**src/rtl/nest_arb_pkg.sv**
```systemverilog
package nest_arb_pkg;
  typedef logic [2:0] rank_t;

  localparam rank_t RANK_IDLE     = 3'd7;
  localparam rank_t RANK_CFG_BASE = 3'd3;

  typedef struct packed {
    logic push;
    logic pop;
    logic chain;
    logic clrSel;
    logic err;
  } arbStrobe_t;
endpackage

```
**src/rtl/nest_arb_ctrl.sv**
```systemverilog
module nest_arb_ctrl
  import nest_arb_pkg::*;
(
  input  logic       clk,
  input  logic       rstN,
  input  logic       anyPend,
  input  rank_t      bestRank,
  input  rank_t      activeRank,
  input  rank_t      restoredRank,
  input  logic       depthZero,
  input  logic       stackFull,
  input  logic       entryAck,
  input  logic       handlerDone,
  output logic       preemptReq,
  output logic       tailChain,
  output logic       returnReq,
  output arbStrobe_t strobes
);
  logic doneValid;
  logic entryTaken;

  always_comb begin
    doneValid  = handlerDone && !depthZero;
    preemptReq = !handlerDone && anyPend && (bestRank < activeRank);
    tailChain  = doneValid && anyPend && (bestRank < restoredRank);
    returnReq  = doneValid && !tailChain;
    entryTaken = preemptReq && entryAck;

    strobes.push   = entryTaken && !stackFull;
    strobes.chain  = tailChain;
    strobes.pop    = returnReq;
    strobes.clrSel = strobes.push || tailChain;
    strobes.err    = (handlerDone && depthZero) || (entryTaken && stackFull);
  end


  reply_excl_chk: assert property (@(posedge clk) disable iff (!rstN)
    $onehot0({preemptReq, tailChain, returnReq}));

endmodule

```
**src/rtl/nest_arb_data.sv**
```systemverilog
module nest_arb_data
  import nest_arb_pkg::*;
#(
  parameter int NUM_IRQ     = 8,
  parameter int STACK_DEPTH = 7,
  localparam int NUM_SRC    = NUM_IRQ + 3,
  localparam int NUM_W      = $clog2(NUM_SRC),
  localparam int IDX_W      = $clog2(NUM_IRQ),
  localparam int DEP_W      = $clog2(STACK_DEPTH + 1)
)(
  input  logic               clk,
  input  logic               rstN,
  input  logic [NUM_SRC-1:0] pendSet,
  input  logic               prioWrEn,
  input  logic [IDX_W-1:0]   prioWrIdx,
  input  logic [1:0]         prioWrData,
  input  arbStrobe_t         strobes,
  output logic               anyPend,
  output rank_t              bestRank,
  output logic [NUM_W-1:0]   bestNum,
  output rank_t              activeRank,
  output rank_t              restoredRank,
  output logic               depthZero,
  output logic               stackFull,
  output logic               stackErr
);
  logic [NUM_SRC-1:0] pendQ;
  logic [1:0]         prioQ [NUM_IRQ];
  rank_t              srcRank [NUM_SRC];
  rank_t              stackMem [STACK_DEPTH];
  logic [DEP_W-1:0]   depthQ;
  logic [NUM_SRC-1:0] clrMask;

  // Per-source rank: fixed for the system sources, programmable otherwise.
  for (genvar s = 0; s < NUM_SRC; s++) begin : g_rank
    if (s < 3) begin : g_fixed
      assign srcRank[s] = rank_t'(s);
    end else begin : g_cfg
      assign srcRank[s] = RANK_CFG_BASE + {1'b0, prioQ[s-3]};
    end
  end

  // Scan from the top so that lower numbers overwrite ties.
  always_comb begin
    anyPend  = 1'b0;
    bestRank = RANK_IDLE;
    bestNum  = '0;
    for (int i = NUM_SRC - 1; i >= 0; i--) begin
      if (pendQ[i] && (srcRank[i] <= bestRank)) begin
        anyPend  = 1'b1;
        bestRank = srcRank[i];
        bestNum  = NUM_W'(i);
      end
    end
  end

  assign depthZero    = (depthQ == '0);
  assign stackFull    = (depthQ == DEP_W'(STACK_DEPTH));
  assign restoredRank = depthQ > DEP_W'(1) ? stackMem[depthQ - DEP_W'(1)] : RANK_IDLE;
  assign clrMask      = strobes.clrSel ? (NUM_SRC'(1) << bestNum) : '0;

  always_ff @(posedge clk or negedge rstN) begin
    if (!rstN) begin
      pendQ <= '0;
      for (int k = 0; k < NUM_IRQ; k++) prioQ[k] <= 2'd0;
    end else begin
      pendQ <= (pendQ & ~clrMask) | pendSet;
      if (prioWrEn) prioQ[prioWrIdx] <= prioWrData;
    end
  end

  always_ff @(posedge clk or negedge rstN) begin
    if (!rstN) begin
      activeRank <= RANK_IDLE;
      depthQ     <= '0;
      stackErr   <= 1'b0;
    end else begin
      if (strobes.push) begin
        activeRank <= bestRank;
        depthQ     <= depthQ + DEP_W'(1);
      end else if (strobes.chain) begin
        activeRank <= bestRank;
      end else if (strobes.pop) begin
        activeRank <= restoredRank;
        depthQ     <= depthQ - DEP_W'(1);
      end
      if (strobes.err) stackErr <= 1'b1;
    end
  end

  always_ff @(posedge clk) begin
    if (strobes.push) stackMem[depthQ] <= activeRank;
  end


  push_rank_chk: assert property (@(posedge clk) disable iff (!rstN)
    strobes.push |-> (bestRank < activeRank));

  push_depth_chk: assert property (@(posedge clk) disable iff (!rstN)
    strobes.push |=> (depthQ == $past(depthQ) + DEP_W'(1)));

  pop_depth_chk: assert property (@(posedge clk) disable iff (!rstN)
    strobes.pop |=> (depthQ == $past(depthQ) - DEP_W'(1)));

  chain_depth_chk: assert property (@(posedge clk) disable iff (!rstN)
    strobes.chain |=> $stable(depthQ));

  idle_level_chk: assert property (@(posedge clk) disable iff (!rstN)
    depthZero |-> (activeRank == RANK_IDLE));

  err_sticky_chk: assert property (@(posedge clk) disable iff (!rstN)
    stackErr |=> stackErr);

endmodule

```
**src/rtl/nest_irq_arb.sv**
```systemverilog
module nest_irq_arb
  import nest_arb_pkg::*;
#(
  parameter int NUM_IRQ     = 8,
  parameter int STACK_DEPTH = 7,
  localparam int NUM_SRC    = NUM_IRQ + 3,
  localparam int NUM_W      = $clog2(NUM_SRC),
  localparam int IDX_W      = $clog2(NUM_IRQ)
)(
  input  logic               clk,
  input  logic               rstN,
  input  logic [NUM_SRC-1:0] pendSet,
  input  logic               prioWrEn,
  input  logic [IDX_W-1:0]   prioWrIdx,
  input  logic [1:0]         prioWrData,
  input  logic               entryAck,
  input  logic               handlerDone,
  output logic               preemptReq,
  output logic               tailChain,
  output logic               returnReq,
  output logic [NUM_W-1:0]   excNum,
  output logic [2:0]         activeLevel,
  output logic               stackErr
);
  arbStrobe_t strobes;
  logic       anyPend;
  rank_t      bestRank;
  rank_t      activeRank;
  rank_t      restoredRank;
  logic       depthZero;
  logic       stackFull;

  nest_arb_ctrl u_ctrl (
    .clk          (clk),
    .rstN         (rstN),
    .anyPend      (anyPend),
    .bestRank     (bestRank),
    .activeRank   (activeRank),
    .restoredRank (restoredRank),
    .depthZero    (depthZero),
    .stackFull    (stackFull),
    .entryAck     (entryAck),
    .handlerDone  (handlerDone),
    .preemptReq   (preemptReq),
    .tailChain    (tailChain),
    .returnReq    (returnReq),
    .strobes      (strobes)
  );

  nest_arb_data #(.NUM_IRQ(NUM_IRQ), .STACK_DEPTH(STACK_DEPTH)) u_data (
    .clk          (clk),
    .rstN         (rstN),
    .pendSet      (pendSet),
    .prioWrEn     (prioWrEn),
    .prioWrIdx    (prioWrIdx),
    .prioWrData   (prioWrData),
    .strobes      (strobes),
    .anyPend      (anyPend),
    .bestRank     (bestRank),
    .bestNum      (excNum),
    .activeRank   (activeRank),
    .restoredRank (restoredRank),
    .depthZero    (depthZero),
    .stackFull    (stackFull),
    .stackErr     (stackErr)
  );

  assign activeLevel = activeRank;

endmodule

```
**config.mk**
```make
export PLATFORM = sky130hd
export DESIGN_NAME = nest_irq_arb
export DESIGN_NICKNAME = d
export VERILOG_FILES = /design/src/rtl/nest_arb_pkg.sv /design/src/rtl/nest_arb_ctrl.sv /design/src/rtl/nest_arb_data.sv /design/src/rtl/nest_irq_arb.sv
export SDC_FILE = /design/constraint.sdc
export NUM_CORES = 1
export LEC_CHECK = 0
export BUFFER_PORTS_ARGS = -buffer_cell sky130_fd_sc_hd__buf_2
export CORE_MARGIN = 2
export CORE_UTILIZATION = 40
export DETAILED_ROUTE_END_ITERATION = 10
export MAX_ROUTING_LAYER = met4
export PLACE_DENSITY = 0.66
export SYNTH_ARGS = -nofsm -noshare
export SYNTH_HDL_FRONTEND = slang
export SYNTH_HIERARCHICAL = 1
export SYNTH_SLANG_ARGS = --single-unit
export TNS_END_PERCENT = 1
```
**constraint.sdc**
```tcl
create_clock -name clk -period 16.89 [get_ports clk]
set_input_delay 0 -clock clk [delete_from_list [all_inputs] [get_ports clk]]
set_output_delay 0 -clock clk [all_outputs]
set_load 0.005 [all_outputs]
```
==> results.md <==
* Worst Path Max Fanout at 10
* Mapped cell area at 0.00396 sq mm
* FF-to-FF setup slack at 3.97 ns
* Worst EP required at 17.09 ns
* Run status: finished, final reports clean
* Post-synthesis cell count at 415
* Final setup fails at 0
* Hold path depth at 3
* Core area at 0.00968 sq mm
* # IOs at 32
* Non-Filler Cell Area, Final at 0.00444 sq mm
* Multi-input gate area at 0.00229 sq mm
* Register Area at 0.00149 sq mm
* Initial antenna violation count at 0
* # rows at 36
* Layout area overhead at 12.1%
* PortBufs at 31
* Critical R2R Capture: u_data/pendQ[4]$_DFF_PN0_
* Cells resized by post-CTS repair at 0
* Slew HR at 0.486
* Sequential area share after synthesis at 0.375
* Dpl cell area at 0.00422 sq mm
* Hold WC Path Type: input pin to flip-flop
* DRC Markers at 0
* Initial Util at 0.409
* Crit path top cell by count: ha_1
* Height of the die at 104 um
* Drt pass-1 iters at 4
* Drt total wl at 9180 um
* Vias in the first global route at 3,175
* DIE AREA at 0.0107 sq mm
* Most numerous cell in the Yosys netlist: nand2_1
* Yosys warning total at 6
* Bufs and invs on worst path at 5
* First-pass GRT wire length at 15,600 um
* Number of distinct library cells after synthesis at 75
* CTS tree: done
* Latest clock arrival within the worst-skew pair at 0.33 ns
* Hold Vio Cnt, Final at 0
* CP arrival at 13.12 ns
* Share of layout cells above drive strength 1 at 0.190
* Worst-margin pin slew at 0.769 ns
* Synth area leader: dfrtp_1
* Root Driver: clkbuf_8
* Detail Placement HPWL at 7080 um
* CP delay by family, top: compound AO/OA/AOI/OAI gates
* Clk pin slew, worst setup/hold paths at 0.12 ns
* Max IR drop VDD at 0.0000771 V
* Hold_sp: prioWrData[0]
* H-tree depth at 2
* Final TNS setup at 0 ns
* Yosys reg bits at 55
* Most used DFF post-synth: dfrtp_1
* Reg-to-reg startpoint: u_data/prioQ[0]$_DFFE_PN0P_
* Async SR Flop Fraction at 0.618
* Clk buf depth at 2
* Hold Path End: u_data/prioQ[14]$_DFFE_PN0P_
* Nets at 505
* Max Cap Viol at 0
* Pin count of the biggest net entering global routing at 35
* Synth cell count leaders: nand2_1 (56), inv_1 (32), dfrtp_1 (31)
* Worst setup path class: flip-flop to flip-flop
* ANT cells at 0
* Clk sink count at 55
* Via count at 3,190
* CP max stage delay at 0.54 ns
* Pwr Density at 186 mW/mm^2
* Syn_nets at 463
* Worst setup SP type: flip-flop
* Vias per Instance at 5.40
* Post-synth EDFFs at 21
* Slowest CP cell: nor4_1
* Fin crit period at 12.92 ns
* Final Max Tran Viols at 0
* Ranking of synthesized cells by area: dfrtp_1 (20%), edfxtp_1 (16%), ha_1 (8.5%)
* Worst hold slack at 0.00929 ns
* Wirelength per Cell at 15.5 um
* Reg2reg path depth at 60
* Final std cells w/o fill at 591
* Antenna Nets Post-Route at 0
* Placed instance count at 570
* Leakage Power at 1.82 nW
* Final Cycle Share at 0.765
* Die width at 104 um
* Final Wtd Congestion at 0.892
* Fmax achieved at 77.4 MHz
* Setup Skew at 0.0163 ns
* Post-CTS Setup Inserts at 0
* Synthesized area per cell at 9.55 sq um
* Crit. End Element: flip-flop
* Top-area cell type share of the netlist area at 0.196
* GRT Util Overall at 0.182
* Global route total overflow at 0
* 1st-iter DRT viols at 192
* Unrepaired setup endpoints after global routing: no
* Cts bufs inserted at 5
* Fill cell count at 910
==> final cells by class <==
class | instances | area share
Clock buffer | 5 | 0.0155
Clock inverter | 3 | 0.00620
Tap cell | 133 | 0.0375
Multi-Input combinational cell | 319 | 0.515
Inverter | 32 | 0.0270
Sequential cell | 55 | 0.334
Timing Repair Buffer | 44 | 0.0642
==> flip-flops by register name, indices dropped and copies added, names as in the netlist <==
register           count
u_data/stackMem       21
u_data/activeRank      3
u_data/prioQ          16
u_data/pendQ          11
u_data/depthQ          3
u_data/stackErr        1
==> worst max path at each step <==
stage	startpoint	end	cells after the start
after global placement	u_data/prioQ[0]$_DFFE_PN0P_	u_data/pendQ[7]$_DFF_PN0_	58
after detailed placement	u_data/prioQ[0]$_DFFE_PN0P_	u_data/pendQ[7]$_DFF_PN0_	60
final	u_data/prioQ[0]$_DFFE_PN0P_	u_data/pendQ[4]$_DFF_PN0_	60
after CTS	u_data/prioQ[0]$_DFFE_PN0P_	u_data/pendQ[7]$_DFF_PN0_	60
after floorplan	u_data/prioQ[0]$_DFFE_PN0P_	u_data/pendQ[7]$_DFF_PN0_	59
after global routing	u_data/prioQ[0]$_DFFE_PN0P_	u_data/pendQ[7]$_DFF_PN0_	60
==> timing repair <==
action,in CTS,in global routing
endpoints found under the setup margin,0,0
hold buffers,13,0
hold endpoints to repair,43,0
==> worst register-to-register path, delay by kind of cell, from the launching register on <==
kind / cells / cell delay, ns
mux: 3 / 1.04
compound gates: 25 / 4.83
fa+ha+maj: 9 / 2.37
flops: 1 / 0.48
simple gates: 18 / 3.68
buf+inv: 5 / 0.42
==> cells by family after synthesis <==
logic type	after synthesis	share of synthesized area
mux	23	0.0742
compound gates	99	0.187
buf+inv	41	0.0474
xor+xnor	3	0.00663
fa+ha+maj	28	0.0881
flops	55	0.375
simple gates	166	0.222
==> routing by layer <==
metal | wire length [um] | vias to the layer above | global-route usage
li1 | - | 1593 | -
met1 | 4260 | 1526 | 0.232
met2 | 4500 | 61 | 0.310
met3 | 287 | 10 | 0.0277
met4 | 130 | 0 | 0.0376
met5 | 0 | - | -
==> through the flow <==
stage / setup WS, ns / util / total power [mW]
2_1_floorplan: 5.83 / - / 0.630
3_3_place_gp: 4.58 / 0.435 / 0.721
3_5_place_dp: 4.13 / 0.435 / 0.737
4_1_cts: 4.05 / 0.459 / 0.826
5_1_grt: 2.88 / 0.459 / 0.909
6_report: 3.97 / 0.459 / 0.826
==> power by group <==
group	internal, mW	switching, mW	total, mW
Combinational	0.228	0.319	0.547
Clock	0.0309	0.0506	0.0815
Sequential	0.167	0.0308	0.197
Total	0.426	0.400	0.826
==> cell usage in the layout (no fill, tap or decap), types with 4 or more instances in the layout <==
cell           Yosys  routed
a21oi_1           15      15
a31oi_1            7       7
buf_2              0      31
clkbuf_8           0       5
dfrtp_1           31      31
dlygate4sd3_1      0      13
edfxtp_1          21      21
ha_1              27      27
inv_1             32      32
mux2_2            14      14
mux2i_1            4       4
nand2_1           56      56
nand2b_1          15      15
nand3_1            5       5
nand4_1            4       4
nand4b_1           4       4
nor2_1            29      29
nor2b_1            8       8
nor3_1            12      12
o211ai_1           6       6
o21ai_0           18      18
o21ai_1            6       6
o31ai_1            7       7
or2_2              5       5
or3_1              4       4
No activity file was read; power rests on OpenSTA's default activity.
